### config.mk
export PLATFORM = sky130hd
export DESIGN_NAME = dmd_divider
export DESIGN_NICKNAME = d
export VERILOG_FILES = /design/src/rtl/dmd_pkg.sv /design/src/rtl/dmd_prescaler.sv /design/src/rtl/dmd_period_ctl.sv /design/src/rtl/dmd_divider.sv
export SDC_FILE = /design/constraint.sdc
export NUM_CORES = 1
export LEC_CHECK = 0
export CAP_MARGIN = 25
export CORE_MARGIN = 8
export CORE_UTILIZATION = 50
export CTS_CLUSTER_DIAMETER = 40
export CTS_CLUSTER_SIZE = 28
export DETAILED_ROUTE_END_ITERATION = 12
export DONT_BUFFER_PORTS = 1
export PLACE_DENSITY = 0.71
export SKIP_LAST_GASP = 1
export SYNTH_ARGS = -nofsm -noshare
export SYNTH_HDL_FRONTEND = slang
export SYNTH_SLANG_ARGS = --single-unit
### constraint.sdc
create_clock -name clk -period 3.7 [get_ports clk]
set_input_delay 0.74 -clock clk [delete_from_list [all_inputs] [get_ports clk]]
set_output_delay 0.74 -clock clk [all_outputs]
set_load 0.005 [all_outputs]
### src/rtl/dmd_pkg.sv
package dmd_pkg;

  // Prescaler modulus never exceeds 33 (P = 32 plus one swallowed cycle).
  localparam int PRE_W = 6;

  typedef struct packed {
    logic             dual;  // 1: P/P+1 mode, 0: fixed divide
    logic [PRE_W-1:0] base;  // P or fixed divide value
  } psel_t;

  function automatic psel_t decode_sel(input logic [2:0] s);
    psel_t r;
    if (s < 3'd3) begin
      r.dual = 1'b0;
      r.base = PRE_W'(s) + PRE_W'(1);
    end else begin
      r.dual = 1'b1;
      r.base = PRE_W'(1) << (s - 3'd2);
    end
    return r;
  endfunction

endpackage

### src/rtl/dmd_prescaler.sv
module dmd_prescaler #(
  parameter int CW = 6
) (
  input  logic          clk,
  input  logic          restart,
  input  logic [CW-1:0] modulus,
  output logic [CW-1:0] cnt,
  output logic          wrap
);

  assign wrap = (cnt == modulus - CW'(1));

  always_ff @(posedge clk) begin
    if (restart || wrap) cnt <= '0;
    else                 cnt <= cnt + CW'(1);
  end

endmodule

### src/rtl/dmd_period_ctl.sv
module dmd_period_ctl #(
  parameter int A_W = 6,
  parameter int B_W = 13
) (
  input  logic           clk,
  input  logic           load,
  input  logic           step,
  input  logic           dual_in,
  input  logic [A_W-1:0] a_in,
  input  logic [B_W-1:0] b_in,
  output logic [A_W-1:0] a_left,
  output logic [B_W-1:0] b_left,
  output logic           last,
  output logic           swallow
);

  assign last    = (b_left == B_W'(1));
  assign swallow = (a_left != '0);

  always_ff @(posedge clk) begin
    if (load) begin
      a_left <= dual_in ? a_in : '0;
      b_left <= b_in;
    end else if (step) begin
      b_left <= b_left - B_W'(1);
      if (swallow) a_left <= a_left - A_W'(1);
    end
  end

endmodule

### src/rtl/dmd_divider.sv
module dmd_divider
  import dmd_pkg::*;
#(
  parameter int A_W = 6,
  parameter int B_W = 13
) (
  input  logic           clk,
  input  logic           rst,
  input  logic [2:0]     sel_i,
  input  logic [A_W-1:0] a_i,
  input  logic [B_W-1:0] b_i,
  output logic           pulse_o,
  output logic           err_o
);

  localparam int CMP_W = (A_W > B_W) ? A_W : B_W;

  psel_t            sel_dec;
  logic             err_in;
  logic             dual_q;
  logic [PRE_W-1:0] base_q;
  logic             err_q;
  logic [PRE_W-1:0] pre_mod;
  logic [PRE_W-1:0] pre_cnt;
  logic             wrap;
  logic [A_W-1:0]   a_left;
  logic [B_W-1:0]   b_left;
  logic             last;
  logic             swallow;
  logic             period_end;
  logic             reload;

  always_comb begin
    sel_dec = decode_sel(sel_i);
    err_in  = (b_i == '0) ||
              (sel_dec.dual && (CMP_W'(a_i) > CMP_W'(b_i)));
  end

  assign period_end = wrap && last;
  assign reload     = rst || err_q || period_end;
  assign pre_mod    = base_q + PRE_W'(swallow);

  always_ff @(posedge clk) begin
    if (reload) begin
      dual_q <= sel_dec.dual;
      base_q <= sel_dec.base;
      err_q  <= err_in;
    end
  end

  dmd_prescaler #(.CW(PRE_W)) u_pre (
    .clk     (clk),
    .restart (rst || err_q),
    .modulus (pre_mod),
    .cnt     (pre_cnt),
    .wrap    (wrap)
  );

  dmd_period_ctl #(.A_W(A_W), .B_W(B_W)) u_ctl (
    .clk     (clk),
    .load    (reload),
    .step    (wrap),
    .dual_in (sel_dec.dual),
    .a_in    (a_i),
    .b_in    (b_i),
    .a_left  (a_left),
    .b_left  (b_left),
    .last    (last),
    .swallow (swallow)
  );

  assign pulse_o = period_end && !err_q;
  assign err_o   = err_q;

endmodule

==> impl_metrics.py, run 1 <==
metrics = {
    "timing": {
        "hold_viol_final": 0,
        "period_minus_slack_ns": 3.44,
        "tns_ns": 0,
        "maxSlewViolCount": 0,
        "setup_viol_count_final": 0,
        "fin_ws_ns": 0.260,
        "rsz0062_at_grt": "no",
        "whs_ns": 0.498,
        "worstMarginPinSlew_ns": 0.733,
        "finalCritPeriodShare_pct": 93.0,
        "clock.fmax_mhz": 291,
        "slew_headroom_pct": 51.1,
        "fin_skew_ns": 0.00859,
    },
    "pwr": {
        "p_sw_uw": 265,
        "comb_power_share_pct": 20.3,
        "p_int_uw": 665,
        "power_density_nw_per_um2": 397,
        "clkPwrFrac_pct": 28.4,
        "vdd_drop_max_mv": 0.225,
        "swShare_pct": 28.5,
        "pwr-share-seq_pct": 51.4,
        "p_leak_nw": 0.963,
    },
    "synth": {
        "yosys_warnings": 0,
        "synth.most_common_cell": "edfxtp_1",
        "synth.cells.most_frequent": "edfxtp_1 (26), ha_1 (18), inv_1 (18)",
        "synth_flop_cell": "edfxtp_1",
        "synth_top_cell_by_area": "edfxtp_1",
        "ys_types": 39,
        "ys_top_cells_by_area": "edfxtp_1 (36%), ha_1 (10%), xnor2_1 (6.4%), mux2i_1 (6.0%), dfxtp_1 (5.5%)",
        "syn_inst": 207,
        "syn_area_um2": 2180,
        "synth_top_area_share_pct": 35.8,
        "synth_fp_nets": 249,
        "synth_edf_count": 26,
        "avgSynthCellArea_um2": 10.5,
        "synth-seq-cells": 32,
        "synth_async_sr_flop_share_pct": 0,
        "synth_seq_area_share_pct": 41.4,
    },
    "detailed_routing": {
        "via_per_inst": 5.52,
        "drt_iter0_markers": 79,
        "ant_nets": 0,
        "wl_per_cell_um": 15.7,
        "firstDrtPassIters": 4,
        "vias": 1475,
        "routed_wl_um": 4200,
        "drcViolationCount": 0,
    },
    "critical_path": {
        "required_ns": 2.96,
        "start_kind": "register",
        "crit_path_end_kind": "primary output",
        "crit_type": "register to primary output",
        "worstPathMaxFanout": 4,
        "worstPathArrival_ns": 2.70,
        "crit_slowest_cell": "a2111oi_4",
        "worstPathCellList": "nor3_1, and3b_1, ha_1, nand2b_1, or3_1, a2111oi_4, nand3_1, nor2_1",
        "max_stage_delay_ns": 0.49,
    },
    "clock_tree": {
        "clock_latency_ns": 0.29,
        "h-tree-depth": 2,
        "cts_hold_buf": 0,
        "clkTransAtPathRegs_ns": 0.06,
        "cts_setup_buffers": 0,
        "tritoncts": "yes",
        "cts_root_buffer": "clkbuf_8",
        "cts-resized-gates": 0,
        "clock_path_buffers": 2,
        "cts_made_buffers": 5,
        "clkSinkCount": 32,
    },
    "global_route": {
        "grt_pass1_wl_um": 7140,
        "antenna_found_initial": 0,
        "use_met3_pct": 6.67,
        "grtUsageTotal_pct": 14.2,
        "grt_max_degree": 15,
        "grt_use_met1_pct": 16.5,
        "busiest_layer": "met2",
        "grt_pass1_vias": 1560,
        "met2_usage_pct": 21.6,
        "gr-total-overflow": 0,
    },
    "layout": {
        "num_antenna_cells": 0,
        "fill_cells": 395,
        "fin_util_pct": 54.9,
        "fin_nets": 256,
        "area_delta_synth_final_pct": 7.47,
        "multi_input_area_um2": 1210,
        "final-seq-area_um2": 901,
        "drive_gt1_share_pct": 7.91,
        "post-route-cell-area_um2": 2340,
    },
    "floorplan": {
        "coreArea_um2": 4260,
        "num_rows": 24,
        "die_y_um": 82.0,
        "io-pin-count": 26,
        "die_x_um": 82.0,
        "initial_core_util_pct": 51.1,
        "die_area_um2": 6720,
    },
    "outcome": {
        "run_status": "complete, no violations",
    },
    "flow_run": {
        "cap_violations": 0,
    },
    "place": {
        "dp_hpwl_um": 3260,
        "io_buffers": 0,
        "gp_congestion": 0.798,
        "place_area_um2": 2260,
        "place_worst_setup_slack_ns": 0.557,
    },
    "worst_hold_path": {
        "hold_class": "register to register",
    },
}
state kept, by name, summed over array words and instances, names as in the netlist:
signal        count
err_o             1
u_ctl.a_left      6
u_pre.cnt         6
u_ctl.b_left     13
base_q            6
stage by stage:
stage / total power, mW / instances
finish: 0.929 / 267
global route: 0.983 / 267
CTS: 0.935 / 267
detailed placement: 0.672 / 259
global placement: 0.667 / 259
floorplan: 0.627 / 207
cells in the final DEF, fill, tap and decap left out, types with 2 or more instances in the layout:
cell / count
edfxtp_1: 26
inv_1: 18
ha_1: 18
nand2_1: 17
xnor2_1: 16
nor2_1: 15
mux2i_1: 13
xor2_1: 10
nand3_1: 7
nor3_1: 6
mux2_4: 6
dfxtp_1: 6
o21ai_0: 5
clkbuf_8: 5
nand2b_1: 4
and3_1: 4
o21ai_1: 3
or4_1: 3
nor2b_1: 3
nand3b_1: 3
or3_1: 2
a21oi_1: 2
nand4_1: 2
o21a_1: 2
clkbuf_1: 2
buf_4: 2
final timing paths:
path	to	startpoint	cells past startpoint	slack (ns)
setup / recovery	pulse_o	u_ctl.a_left[2]	8	0.26
hold reg to reg	u_pre.cnt[0]	u_pre.cnt[0]	1	0.50
setup reg to reg	u_ctl.a_left[0]	u_ctl.a_left[0]	11	0.57
hold / removal	u_pre.cnt[0]	u_pre.cnt[0]	1	0.50
logic make-up after synthesis:
kind of cell,Yosys count,synth area share (%)
muxes,19,10.1
buffers and inverters,21,4.02
adders and majority gates,18,10.3
AOI/OAI and AO/OA,19,6.55
DFF,32,41.4
and+or+nand+nor,72,17.2
xor gates and xnor gates,26,10.5
routing by layer:
metal	wire, µm	vias up	part of all wire (%)
met5	0	-	0
met3	321	5	7.6
li1	-	747	-
met4	54	0	1.3
met2	1890	28	45
met1	1930	695	46
power by group through the flow:
stage / combinational (mW) / clock [mW] / sequential, mW
2_1_floorplan: 0.152 / 0 / 0.475
3_3_place_gp: 0.183 / 0 / 0.483
3_5_place_dp: 0.187 / 0 / 0.485
4_1_cts: 0.189 / 0.268 / 0.478
5_1_grt: 0.213 / 0.286 / 0.484
6_report: 0.188 / 0.264 / 0.477
worst max-delay path, delay by kind of cell, from the launching register on:
kind,cells,cell delay [ns]
AO/OA/AOI/OAI,1,0.49
adder cells (fa/ha/maj),1,0.18
flip-flops,1,0.44
AND/OR/NAND/NOR,6,1.30
cell type report:
cell class              count  share of cell area (%)
repair buffers              2                   0.641
flip-flops and latches     32                    38.5
clock buffers               7                    3.26
multi-input cells         154                    51.6
clock inverters             1                   0.214
inverters                  19                    3.05
well taps                  52                    2.78
(Power assumes the default switching activity.)
==> run 2: changes to the inputs <==
- CORE_UTILIZATION: 50 -> 49
- PLACE_DENSITY: 0.71 -> 0.7
==> impl_metrics.py, run 2 (synthesis results as in run 1) <==
metrics = {
    "critical_path": {
        "crit_path_end_kind": "primary output",
        "worstPathArrival_ns": 2.64,
        "crit_type": "register to primary output",
        "crit_slowest_cell": "a2111oi_4",
        "max_stage_delay_ns": 0.46,
        "start_kind": "register",
        "cpMostUsedCell": "ha_1",
        "crit_buf_inv": 1,
        "required_ns": 2.96,
        "worstPathCellList": "inv_1, ha_1, and3b_1, ha_1, ha_1, xor2_1, nand2_1, a2111oi_4, nand3_1, nor2_1",
        "worstPathMaxFanout": 4,
        "cp_top_family": "adder cells",
    },
    "floorplan": {
        "die_x_um": 82.7,
        "initial_core_util_pct": 50.4,
        "coreArea_um2": 4320,
        "io-pin-count": 26,
        "die_area_um2": 6840,
        "die_y_um": 82.7,
        "num_rows": 24,
    },
    "timing": {
        "slew_headroom_pct": 57.1,
        "rsz0062_at_grt": "no",
        "maxSlewViolCount": 0,
        "worstMarginPinSlew_ns": 0.643,
        "tns_ns": 0,
        "finalCritPeriodShare_pct": 91.4,
        "fin_skew_ns": 0.00596,
        "clock.fmax_mhz": 296,
        "hold_viol_final": 0,
        "period_minus_slack_ns": 3.38,
        "setup_viol_count_final": 0,
    },
    "outcome": {
        "run_status": "complete, no violations",
    },
    "clock_tree": {
        "cts_hold_buf": 0,
        "cts_made_buffers": 5,
        "clkTransAtPathRegs_ns": 0.06,
        "tritoncts": "yes",
        "cts_root_buffer": "clkbuf_8",
        "h-tree-depth": 2,
        "clock_latency_ns": 0.28,
        "clkSinkCount": 32,
        "cts_setup_buffers": 0,
        "clock_path_buffers": 2,
        "cts-resized-gates": 0,
    },
    "global_route": {
        "gr-total-overflow": 0,
        "grt_max_degree": 16,
        "grtUsageTotal_pct": 12.5,
        "antenna_found_initial": 0,
        "grt_pass1_vias": 1395,
        "grt_pass1_wl_um": 6470,
    },
    "worst_hold_path": {
        "hold_class": "register to register",
    },
    "layout": {
        "fin_nets": 256,
        "num_antenna_cells": 0,
        "post-route-cell-area_um2": 2340,
        "final_cells": 266,
        "mostFrequentLayoutCells": "edfxtp_1 (26), inv_1 (18), ha_1 (18)",
        "final_common_cell": "edfxtp_1",
        "area_delta_synth_final_pct": 7.24,
        "largest-register": "u_ctl.b_left",
        "largest_register_ff_count": 13,
        "drive_gt1_share_pct": 7.48,
    },
    "detailed_routing": {
        "wl_met1_um": 1890,
        "ant_nets": 0,
        "top_layer": "met4",
        "drcViolationCount": 0,
        "vias": 1427,
        "firstDrtPassIters": 4,
        "met3RoutedLength_um": 298,
        "wl_per_cell_um": 14.9,
        "routed_wl_um": 3950,
        "wl_met2_um": 1700,
        "drt_iter0_markers": 89,
        "via_per_inst": 5.36,
    },
    "pwr": {
        "p_sw_uw": 245,
        "power_density_nw_per_um2": 386,
        "p_int_uw": 657,
        "vdd_drop_max_mv": 0.156,
        "comb_power_share_pct": 20.5,
        "clkPwrFrac_pct": 26.6,
        "pwr-share-seq_pct": 52.9,
        "swShare_pct": 27.2,
        "p_leak_nw": 0.960,
    },
    "place": {
        "place_area_um2": 2260,
        "dp_hpwl_um": 3200,
        "io_buffers": 0,
        "placed_cells": 259,
        "gp_congestion": 0.764,
    },
    "flow_run": {
        "cap_violations": 0,
    },
}
[run 2: stage by stage]
stage | hold slack [ns] | utilization (%) | total power [mW] | setup WS, ns
2_1_floorplan | 0.436 | - | 0.627 | 0.857
3_3_place_gp | 0.468 | 52.3 | 0.667 | 0.649
3_5_place_dp | 0.477 | 52.3 | 0.670 | 0.599
4_1_cts | 0.492 | 54.0 | 0.910 | 0.299
5_1_grt | 0.507 | 54.0 | 0.953 | 0.0364
6_report | 0.486 | 54.0 | 0.902 | 0.319
[run 2: final timing paths]
path | startpoint | endpoint | slack [ns] | depth (start not counted)
setup / recovery | u_ctl.a_left[0] | pulse_o | 0.32 | 10
hold / removal | u_pre.cnt[0] | u_pre.cnt[0] | 0.49 | 1
setup reg to reg | u_ctl.a_left[0] | base_q[2] | 0.59 | 11
hold reg to reg | u_pre.cnt[0] | u_pre.cnt[0] | 0.49 | 1
[run 2: routing by layer]
layer  vias up  track usage (%)
li1        744                -
met1       644             16.1
met2        32             17.9
met3         7             5.09
met4         0             5.69
met5         -                0
[run 2: power by group through the flow]
stage,Combinational (mW),Sequential [mW],Clock (mW)
floorplan,0.152,0.475,0
global placement,0.183,0.484,0
detailed placement,0.186,0.484,0
CTS,0.187,0.477,0.246
global route,0.208,0.484,0.261
finish,0.185,0.477,0.240
[run 2: cell type report]
class,count,area [µm²]
fillers,414,1990
multi-input cells,154,1210
flip-flops and latches,32,901
inverters,19,71.3
clock buffers,5,68.8
well taps,52,65.1
repair buffers,2,15.0
clock inverters,2,7.51
[run 2: worst register-to-register path: stages, from the launching register on]
cell and delay, ns:
edfxtp_1 0.37, inv_1 0.07, ha_1 0.23, and3b_1 0.20, ha_1 0.21, ha_1 0.29, xor2_1 0.15, nand2_1 0.10
a2111oi_4 0.46, a311oi_4 0.29, buf_4 0.29, inv_2 0.14
==> run 3: changes to the inputs <==
- MAX_ROUTING_LAYER: not set -> met4
==> impl_metrics.py, run 3 (synthesis results as in run 1) <==
metrics = {
    "outcome": {
        "run_status": "complete, no violations",
    },
    "layout": {
        "area_delta_synth_final_pct": 7.24,
        "largest-register": "u_ctl.b_left",
        "fill_cells": 414,
        "multi_input_area_um2": 1210,
        "drive_gt1_share_pct": 7.48,
        "final-seq-area_um2": 901,
        "mostFrequentLayoutCells": "edfxtp_1 (26), inv_1 (18), ha_1 (18)",
        "largest_register_ff_count": 13,
        "post-route-cell-area_um2": 2340,
        "fin_util_pct": 54.0,
        "fin_nets": 256,
        "num_antenna_cells": 0,
        "final_common_cell": "edfxtp_1",
        "final_cells": 266,
    },
    "detailed_routing": {
        "ant_nets": 0,
        "via_per_inst": 5.36,
        "vias": 1426,
        "firstDrtPassIters": 4,
        "wl_per_cell_um": 14.8,
        "drt_iter0_markers": 67,
        "drcViolationCount": 0,
        "routed_wl_um": 3940,
    },
    "critical_path": {
        "required_ns": 2.96,
        "crit_buf_inv": 1,
        "max_stage_delay_ns": 0.46,
        "worstPathCellList": "inv_1, ha_1, and3b_1, ha_1, ha_1, xor2_1, nand2_1, a2111oi_4, nand3_1, nor2_1",
        "worstPathArrival_ns": 2.64,
        "worstPathMaxFanout": 4,
        "cp_top_family": "adder cells",
        "crit_type": "register to primary output",
        "crit_path_end_kind": "primary output",
        "start_kind": "register",
        "crit_slowest_cell": "a2111oi_4",
        "cpMostUsedCell": "ha_1",
    },
    "flow_run": {
        "cap_violations": 0,
    },
    "timing": {
        "worstMarginPinSlew_ns": 0.644,
        "hold_viol_final": 0,
        "maxSlewViolCount": 0,
        "finalCritPeriodShare_pct": 91.4,
        "fin_ws_ns": 0.318,
        "slew_headroom_pct": 57.1,
        "rsz0062_at_grt": "no",
        "setup_viol_count_final": 0,
        "period_minus_slack_ns": 3.38,
        "tns_ns": 0,
        "fin_skew_ns": 0.00632,
        "whs_ns": 0.486,
        "clock.fmax_mhz": 296,
    },
    "global_route": {
        "grt_pass1_vias": 1394,
        "grt_pass1_wl_um": 6470,
        "gr-total-overflow": 0,
        "grt_max_degree": 16,
        "antenna_found_initial": 0,
        "grtUsageTotal_pct": 13.0,
    },
    "place": {
        "io_buffers": 0,
        "place_worst_setup_slack_ns": 0.599,
        "gp_congestion": 0.774,
        "dp_hpwl_um": 3200,
        "place_area_um2": 2260,
        "placed_cells": 259,
    },
    "pwr": {
        "power_density_nw_per_um2": 385,
        "finalPower_uw": 900,
        "p_leak_nw": 0.960,
        "vdd_drop_max_mv": 0.156,
    },
    "clock_tree": {
        "clock_path_buffers": 2,
        "clkSinkCount": 32,
        "cts-resized-gates": 0,
        "cts_setup_buffers": 0,
        "cts_root_buffer": "clkbuf_8",
        "cts_made_buffers": 5,
        "cts_hold_buf": 0,
        "clkTransAtPathRegs_ns": 0.06,
        "clock_latency_ns": 0.28,
        "tritoncts": "yes",
        "h-tree-depth": 2,
    },
    "floorplan": {
        "die_y_um": 82.7,
        "initial_core_util_pct": 50.4,
        "num_rows": 24,
        "coreArea_um2": 4320,
        "io-pin-count": 26,
        "die_area_um2": 6840,
        "die_x_um": 82.7,
    },
    "worst_hold_path": {
        "hold_class": "register to register",
    },
}
## run 3: cell counts in the layout (fill, tap and decap cells not counted)
Identical to the previous run, type by type.
## run 3: worst reg2reg max path, stage by stage (launching register included)
cell and delay, ns:
edfxtp_1 0.38, inv_1 0.07, ha_1 0.23, and3b_1 0.20, ha_1 0.21, ha_1 0.29
xor2_1 0.15, nand2_1 0.10, a2111oi_4 0.46, a311oi_4 0.29, buf_4 0.29, inv_2 0.14
## run 3: path summary, 6_finish.rpt
path | endpoint | slack, ns | cells past startpoint | start
max | pulse_o | 0.32 | 10 | u_ctl.a_left[0]
min reg2reg | u_pre.cnt[0] | 0.49 | 1 | u_pre.cnt[0]
max reg2reg | base_q[2] | 0.59 | 11 | u_ctl.a_left[0]
min | u_pre.cnt[0] | 0.49 | 1 | u_pre.cnt[0]
## run 3: routing by layer
metal | global-route usage (%) | wire length (µm)
met1 | 16.2 | 1860
met2 | 17.9 | 1740
met3 | 6.49 | 307
met4 | 4.14 | 37
met5 | - | 0
## run 3: layout make-up
class                   instances  area share [%]
flip-flops and latches         32            38.6
multi-input cells             154            51.7
clock buffers                   5            2.95
clock inverters                 2           0.321
inverters                      19            3.05
well taps                      52            2.79
repair buffers                  2           0.643
## run 3: report_power, final
group,internal [mW],switching (mW)
clock network,0.124,0.115
registers,0.442,0.0346
logic,0.0904,0.0943
total,0.657,0.243
